[config.mk]
export PLATFORM = sky130hd
export DESIGN_NAME = txq_pacer
export DESIGN_NICKNAME = d
export VERILOG_FILES = /design/src/rtl/txq_pkg.sv /design/src/rtl/txq_store.sv /design/src/rtl/txq_gap.sv /design/src/rtl/txq_pacer.sv
export SDC_FILE = /design/constraint.sdc
export NUM_CORES = 1
export LEC_CHECK = 0
export BUFFER_PORTS_ARGS = -buffer_cell sky130_fd_sc_hd__buf_2
export CORE_ASPECT_RATIO = 1.75
export CORE_MARGIN = 4
export CORE_UTILIZATION = 65
export CTS_CLUSTER_SIZE = 14
export DETAILED_ROUTE_END_ITERATION = 10
export MAX_ROUTING_LAYER = met4
export PLACE_DENSITY = 0.85
export SYNTH_ARGS = -nofsm -noshare
export SYNTH_HDL_FRONTEND = slang
export SYNTH_HIERARCHICAL = 1
export SYNTH_SLANG_ARGS = --single-unit
[constraint.sdc]
create_clock -name clk -period 6.73 [get_ports clk]
set_clock_uncertainty 0.1 [all_clocks]
set_input_delay 0.673 -clock clk [delete_from_list [all_inputs] [get_ports clk]]
set_output_delay 0.673 -clock clk [all_outputs]
set_load 0.01 [all_outputs]
[src/rtl/txq_pkg.sv]
package txq_pkg;

  // Occupancy after one cycle of push/pop activity.
  function automatic int fill_after(input int cur, input bit push, input bit pop);
    return cur + (push ? 1 : 0) - (pop ? 1 : 0);
  endfunction

  // Threshold comparison for the interrupt request.
  function automatic bit level_hit(input int cur_fill, input int lvl);
    return cur_fill <= lvl;
  endfunction

endpackage

[src/rtl/txq_store.sv]
module txq_store #(
  parameter int DW    = 8,
  parameter int DEPTH = 16
) (
  input  logic                         clk,
  input  logic                         rst_n,
  input  logic                         clr,
  input  logic                         push,
  input  logic [DW-1:0]                wdata,
  input  logic                         pop,
  output logic [DW-1:0]                rdata,
  output logic [$clog2(DEPTH+1)-1:0]   fill
);
  localparam int AW = (DEPTH > 1) ? $clog2(DEPTH) : 1;
  localparam int CW = $clog2(DEPTH + 1);

  logic [DW-1:0] mem [DEPTH];
  logic [AW-1:0] wp, rp;
  logic [CW-1:0] cnt;

  function automatic logic [AW-1:0] bump(input logic [AW-1:0] p);
    return (p == AW'(DEPTH - 1)) ? '0 : p + 1'b1;
  endfunction

  always_ff @(posedge clk or negedge rst_n) begin
    if (!rst_n) begin
      wp  <= '0;
      rp  <= '0;
      cnt <= '0;
    end else if (clr) begin
      wp  <= '0;
      rp  <= '0;
      cnt <= '0;
    end else begin
      if (push) wp <= bump(wp);
      if (pop)  rp <= bump(rp);
      cnt <= CW'(txq_pkg::fill_after(int'(cnt), push, pop));
    end
  end

  always_ff @(posedge clk) begin
    if (push && !clr) mem[wp] <= wdata;
  end

  assign rdata = mem[rp];
  assign fill  = cnt;
endmodule

[src/rtl/txq_gap.sv]
module txq_gap #(
  parameter int GW = 8
) (
  input  logic          clk,
  input  logic          rst_n,
  input  logic          clr,
  input  logic          load,
  input  logic [GW-1:0] cfg,
  input  logic          tick,
  output logic          done
);
  logic [GW-1:0] cnt;

  always_ff @(posedge clk or negedge rst_n) begin
    if (!rst_n)                   cnt <= '0;
    else if (clr)                 cnt <= '0;
    else if (load)                cnt <= cfg;
    else if (tick && cnt != '0)   cnt <= cnt - 1'b1;
  end

  assign done = (cnt == '0);
endmodule

[src/rtl/txq_pacer.sv]
module txq_pacer #(
  parameter int DW    = 8,
  parameter int DEPTH = 16,
  parameter int GW    = 8,
  localparam int CW   = $clog2(DEPTH + 1)
) (
  input  logic          clk,
  input  logic          rst_n,
  input  logic          q_en,
  input  logic          q_run,
  input  logic [GW-1:0] gap_cfg,
  input  logic [CW-1:0] trig_lvl,
  input  logic          wr_stb,
  input  logic [DW-1:0] wr_data,
  input  logic          baud_tick,
  input  logic          shf_idle,
  output logic          shf_load,
  output logic [DW-1:0] shf_data,
  output logic [CW-1:0] fill,
  output logic          irq
);
  // holding register
  logic [DW-1:0] hold_q;
  logic          hold_v;

  // named events
  logic q_act, mv_evt, push_evt, pop_evt, byp_evt, full, gap_done;
  logic [DW-1:0] head;

  assign q_act    = q_en & q_run;
  assign full     = (fill == CW'(DEPTH));
  assign mv_evt   = q_act & hold_v & shf_idle;
  assign push_evt = mv_evt & ~full;
  assign pop_evt  = q_act & shf_idle & (fill != '0) & gap_done;
  assign byp_evt  = ~q_en & hold_v & shf_idle;

  always_ff @(posedge clk or negedge rst_n) begin
    if (!rst_n) begin
      hold_q <= '0;
      hold_v <= 1'b0;
    end else if (wr_stb) begin
      hold_q <= wr_data;
      hold_v <= 1'b1;
    end else if (mv_evt || byp_evt) begin
      hold_v <= 1'b0;
    end
  end

  txq_store #(.DW(DW), .DEPTH(DEPTH)) u_store (
    .clk   (clk),
    .rst_n (rst_n),
    .clr   (~q_run),
    .push  (push_evt),
    .wdata (hold_q),
    .pop   (pop_evt),
    .rdata (head),
    .fill  (fill)
  );

  txq_gap #(.GW(GW)) u_gap (
    .clk   (clk),
    .rst_n (rst_n),
    .clr   (~q_run),
    .load  (pop_evt),
    .cfg   (gap_cfg),
    .tick  (baud_tick),
    .done  (gap_done)
  );

  assign shf_load = pop_evt | byp_evt;
  assign shf_data = q_en ? head : hold_q;
  assign irq      = q_en & txq_pkg::level_hit(int'(fill), int'(trig_lvl));
endmodule

After elaboration in Yosys (flattened, before gate mapping)
Memories as Yosys holds them, arrays and structs flattened.
Index checks and enable logic that the tools add are counted.
Widths: inputs -> output; s select.
{"block": "word_totals", "register_bits": 30, "mem_bits_rw": 128, "input_bits": 28, "elab_cells": 56, "mem_count": 1}
{"block": "classes", "addsub": 5, "n_lt_le_gt_ge": 1, "n_eq_ne": 6, "mux": 17, "bitwise_logic": 13, "reduce_logical": 7}
{"memory": "u_store.mem", "words": 16, "word_bits": 8, "rd": 1, "rd_clocked_by_memory_dff": 0, "wr": 1, "line_no": "txq_store.sv:17", "rtl": "logic [DW-1:0] mem [DEPTH];"}
{"operator": "$mux 8", "n": 4}
{"operator": "$mux 4", "n": 6}
{"operator": "$and 1x1->1", "n": 10}
{"operator": "$add 4x1->4 const B", "n": 2}
{"operator": "$eq 4x4->1 const B", "n": 2}
{"operator": "$logic_not 8->1", "n": 1}
{"operator": "$reduce_bool 8->1", "n": 1}
{"operator": "$sub 8x1->8 const B", "n": 1}
{"operator": "$mux 1", "n": 6}
{"operator": "$add 5x5->5", "n": 1}
{"operator": "$eq 5x5->1 const B", "n": 1}
{"operator": "$le 5x5->1", "n": 1}
{"operator": "$mux 5", "n": 1}
{"operator": "$reduce_bool 5->1", "n": 1}
{"operator": "$sub 5x5->5", "n": 1}
{"operator": "$ne 2x1->1 const B", "n": 2}
{"operator": "$ne 3x1->1 const B", "n": 1}
{"operator": "$logic_and 1x1->1", "n": 2}
{"operator": "$not 1->1", "n": 2}
{"operator": "$reduce_bool 2->1", "n": 1}
{"operator": "$logic_or 1x1->1", "n": 1}
{"operator": "$or 1x1->1", "n": 1}

Depth between registers and ports, before layout
{"block": "logic_depth", "ltp_word": 8, "depth_mapped": 16}

By module
The synthesis kept the hierarchy.
{"mod": "txq_store", "instances": 1, "cells_each": 319, "area_per_inst_um2": 5760.5, "seq_area_each_um2": 4169.0}
{"mod": "txq_pacer", "instances": 1, "cells_each": 59, "area_per_inst_um2": 615.6, "seq_area_each_um2": 225.2}
{"mod": "txq_gap", "instances": 1, "cells_each": 61, "area_per_inst_um2": 555.5, "seq_area_each_um2": 200.2}

Least setup slack after synthesis
OpenSTA, ideal clock, no wires.
{"block": "synth_timing", "path_type": "register to register", "from": "register u_gap.cnt[0]", "to": "register u_store.cnt[4], in the netlist u_store/fill[4]", "arrival_time_ns": 2.976, "required_time_ns": 6.506, "setup_slack_ns": 3.530, "stages_incl_launch_ff": 17, "synth_period_minus_slack_ns": 3.200, "path_cell_list": "dfrtp_1 inv_1 ha_1 nor4b_2 nand2_1 inv_1 o21ai_2 nor2_1 ha_1 inv_1 ha_1 inv_1 fa_1 nor2b_1 o21ai_0 a21oi_1 nor3b_1"}
{"block": "synth_via", "elab_chain_cells": 5}
{"element": "start, declared", "line_no": "txq_gap.sv:12", "rtl": "logic [GW-1:0] cnt;"}
{"element": "start signal, assigned", "line_no": "txq_gap.sv:17", "rtl": "else if (load) cnt <= cfg;"}
{"element": "start signal, assigned", "line_no": "txq_gap.sv:18", "rtl": "else if (tick && cnt != '0) cnt <= cnt - 1'b1;"}
{"element": "$logic_not 8->1", "line_no": "txq_gap.sv:21", "rtl": "assign done = (cnt == '0);"}
{"element": "named net gap_done", "line_no": "txq_pacer.sv:27", "rtl": "logic q_act, mv_evt, push_evt, pop_evt, byp_evt, full, gap_done;"}
{"element": "$and 1x1->1", "line_no": "txq_pacer.sv:34", "rtl": "assign pop_evt = q_act & shf_idle & (fill != '0) & gap_done;"}
{"element": "named net pop_evt", "line_no": "txq_pacer.sv:27"}
{"element": "$mux 1", "line_no": "txq_pkg.sv:5", "rtl": "return cur + (push ? 1 : 0) - (pop ? 1 : 0);"}
{"element": "$sub 5x5->5", "line_no": "txq_pkg.sv:5"}
{"element": "$mux 5", "line_no": "txq_store.sv:30", "rtl": "end else if (clr) begin"}
{"element": "end signal, assigned", "line_no": "txq_store.sv:37", "rtl": "cnt <= CW'(txq_pkg::fill_after(int'(cnt), push, pop));"}
{"element": "end, declared", "line_no": "txq_store.sv:19", "rtl": "logic [CW-1:0] cnt;"}
The timed path passes the listed nets, and every way through them passes these cells.
A chain may end at the register's enable or synchronous reset.

Worst setup path in the final report
{"block": "layout_timing", "from": "register u_store.rp[0]", "to": "output port shf_data[7]"}
{"block": "layout_via", "elab_chain_cells": 2}
{"element": "start, declared", "line_no": "txq_store.sv:18", "rtl": "logic [AW-1:0] wp, rp;"}
{"element": "start signal, assigned", "line_no": "txq_store.sv:36", "rtl": "if (pop) rp <= bump(rp);"}
{"element": "$mem_v2 16x8"}
{"element": "named net head[7]", "line_no": "txq_pacer.sv:28", "rtl": "logic [DW-1:0] head;"}
{"element": "$mux 8", "line_no": "txq_pacer.sv:71", "rtl": "assign shf_data = q_en ? head : hold_q;"}
{"element": "end, declared", "line_no": "txq_pacer.sv:18", "rtl": "output logic [DW-1:0] shf_data,"}
The timed path passes the listed nets, and every way through them passes these cells.

==> flow_summary.yaml <==
sta:
  fin_crit_ns: 3.81
  post-route-period-util_pct: 56.7
  rsz0062_at_grt: "false"
  finalSetupViolations: 0
  finalWorstSetupSlack_ns: 2.92
  finalMaxSlewViolations: 0
  finalHoldViolations: 0
  fin_tns_setup_ns: 0
  max_freq_mhz: 262
  worst_slew_pin_slew_ns: 1.23
  slew_headroom_pct: 17.1
critical_path:
  crit_type: "flip-flop to output port"
  setup.worst_path.end_class: "output port"
  required_ns: 5.96
  crit_arrival_ns: 3.04
  critPathMaxFanout: 26
  start_kind: "flip-flop"
flow_run:
  maxCapViolations: 0
clock_tree:
  root_buffer: "clkbuf_16"
  cts.clk_slew.worst_paths_ns: 0.06
  clk_path_buf_depth: 2
  postCtsSetupBuffers: 0
  cts_tree: "done"
  worstSkewPairLatency_ns: 0.41
  hold_buffers: 0
  cts_buffers: 17
  cts_resized: 0
  cts.sinks: 158
  cts.htree.levels: 4
floorplanning:
  die_w_um: 86.1
  initial_utilization_pct: 66.9
  rows: 49
  io_pins: 43
  fp.coreArea_um2: 10400
  die-area_um2: 12400
  die_h_um: 145
grt:
  grt_usage_pct: 26.5
  antenna_found_initial: 0
  met3_usage_pct: 4.68
  grt_pass1_vias: 4150
  grt_util_met2_pct: 45.6
  grt_pass1_wl_um: 23000
  met1_usage_pct: 30.4
  globalRoute.busiestLayer: "met2"
  grt_start_max_net_pins: 45
  overflow: 0
synthesis:
  synth_area_per_cell_um2: 15.8
  yosysWarningCount: 6
  ys_types: 50
  synth_edf_count: 128
  synth_area_um2: 6930
  synthArstFlopShare_pct: 19.0
  ys_ff_latch: 158
  syn_inst: 439
  ys_seq_area_share_pct: 66.3
  synth_nets: 485
  ys.flop_type: "edfxtp_1"
final_layout:
  fill_cells: 593
  diodes: 0
  layout.cells.non_filler: 623
  drive_above_1_share_pct: 24.4
  multi_input_area_um2: 2120
  layout.nets: 529
  layout_commonest_cell: "edfxtp_1"
  final_cell_mix: "edfxtp_1 (128), buf_2 (42), nor2_1 (30)"
  area_delta_synth_final_pct: 12.3
  seq_area_um2: 4600
drt:
  ant_nets: 0
  drcViolationCount: 0
  drt_pass1_iterations: 5
  drt_wl_total_um: 14400
  initialDrtViolationCount: 411
  wl_per_cell_um: 23.2
  avgViaCountPerCell: 6.48
  num_vias: 4036
pwr:
  p_sw_mw: 0.598
  netSwitchingFraction_pct: 24.5
  seq_power_share_pct: 47.9
  cellPowerDensity_nw_per_um2: 314
  power_frac_comb_pct: 14.0
  clkPwrFrac_pct: 38.0
  p_leak_nw: 2.68
  intPower_mw: 1.85
  ir_drop_mv: 0.264
placed_design:
  portBuffers: 42
  place_inst: 591
  dpl.hpwl_um: 9720
  pre_cts_ws_ns: 3.08
  gp_congestion: 0.917
hold_path:
  hold_path_class: "input port to asynchronous set/reset pin"
outcome:
  outcome: "finished, final reports clean"
## power by group through the flow
stage / Combinational, mW / Sequential, mW / Clock, mW
after floorplan: 0.253 / 1.17 / 0
after global placement: 0.326 / 1.18 / 0
after detailed placement: 0.337 / 1.19 / 0
after CTS: 0.340 / 1.17 / 0.938
after global routing: 0.378 / 1.18 / 0.996
final: 0.342 / 1.17 / 0.930
## routing by layer
| metal | vias to the layer above | routed length, µm | share of wire, % |
|---|---|---|---|
| li1 | 1776 | - | - |
| met1 | 2009 | 5160 | 36 |
| met2 | 212 | 8000 | 55 |
| met3 | 39 | 842 | 5.8 |
| met4 | 0 | 444 | 3.1 |
| met5 | - | 0 | 0 |
## cells in the mapped netlist, types with 3 or more instances
cell type | instances | area (µm²)
clkbuf_1 | 4 | 15.0
xnor2_1 | 5 | 43.8
nand2_1 | 19 | 71.3
ha_1 | 17 | 213
a22oi_1 | 8 | 60.1
nand3_1 | 4 | 20.0
nor3b_1 | 3 | 22.5
mux2i_1 | 27 | 270
inv_1 | 27 | 101
a32oi_1 | 8 | 70.1
o21ai_0 | 6 | 30.0
xor2_1 | 4 | 35.0
nor2b_1 | 3 | 18.8
edfxtp_1 | 128 | 3840
buf_2 | 9 | 45.0
a211oi_1 | 6 | 45.0
mux2_2 | 16 | 180
dfrtp_1 | 30 | 751
nor2_1 | 30 | 113
o21ai_1 | 7 | 35.0
a21oi_1 | 10 | 50.1
mux4_2 | 24 | 541
nor3_1 | 8 | 40.0
## state kept, by name (all words and copies together), names as in the netlist
name          count
u_store/wp        4
u_gap/cnt         8
hold_q            8
u_store/rp        4
u_store/fill      5
u_store/mem     128
hold_v            1
## final timing paths
kind                          startpoint               to  slack (ns)  cells past startpoint
max in group asynchronous          rst_n    u_store/rp[1]        5.87                      1
min                                rst_n     u_gap/cnt[4]        0.19                      1
max reg2reg                 u_gap/cnt[0]  u_store/fill[4]        3.04                     16
min reg2reg                       hold_v           hold_v        0.44                      1
max                        u_store/rp[0]      shf_data[7]        2.92                      7
min in group clk              wr_data[1]        hold_q[1]        0.40                      2
## cell type report
cell class	count	area share, %
clock buffers	21	5.66
clock inverters	11	1.82
inverters	27	1.30
multi-input cells	235	27.3
flip-flops and latches	158	59.0
well taps	127	2.04
repair buffers	44	2.89
## kinds of logic after synthesis
kind of cell | count (synthesis) | share of synthesized area (%)
muxes | 67 | 14.3
AOI/OAI and AO/OA | 58 | 5.79
xor gates and xnor gates | 9 | 1.14
DFF | 158 | 66.3
adders and majority gates | 18 | 3.36
buffers and inverters | 46 | 3.10
and+or+nand+nor | 83 | 6.03
## worst max-delay path, stage by stage (launching register included)
cell and delay, ns:
dfrtp_1 0.43, buf_4 0.46, and2_0 0.51, a22oi_1 0.29, a32oi_1 0.34, o21ai_0 0.14
mux2_2 0.30, buf_2 0.14
## stage by stage
step	power [mW]	utilization, %	hold WS [ns]	cell area, µm²
floorplan	1.42	-	0.277	6930
global placement	1.51	69.5	0.424	7200
detailed placement	1.53	69.5	0.430	7200
CTS	2.45	75.1	0.215	7780
global route	2.55	75.1	0.232	7780
finish	2.44	75.1	0.191	7780
Power figures use the tool's default switching activity.
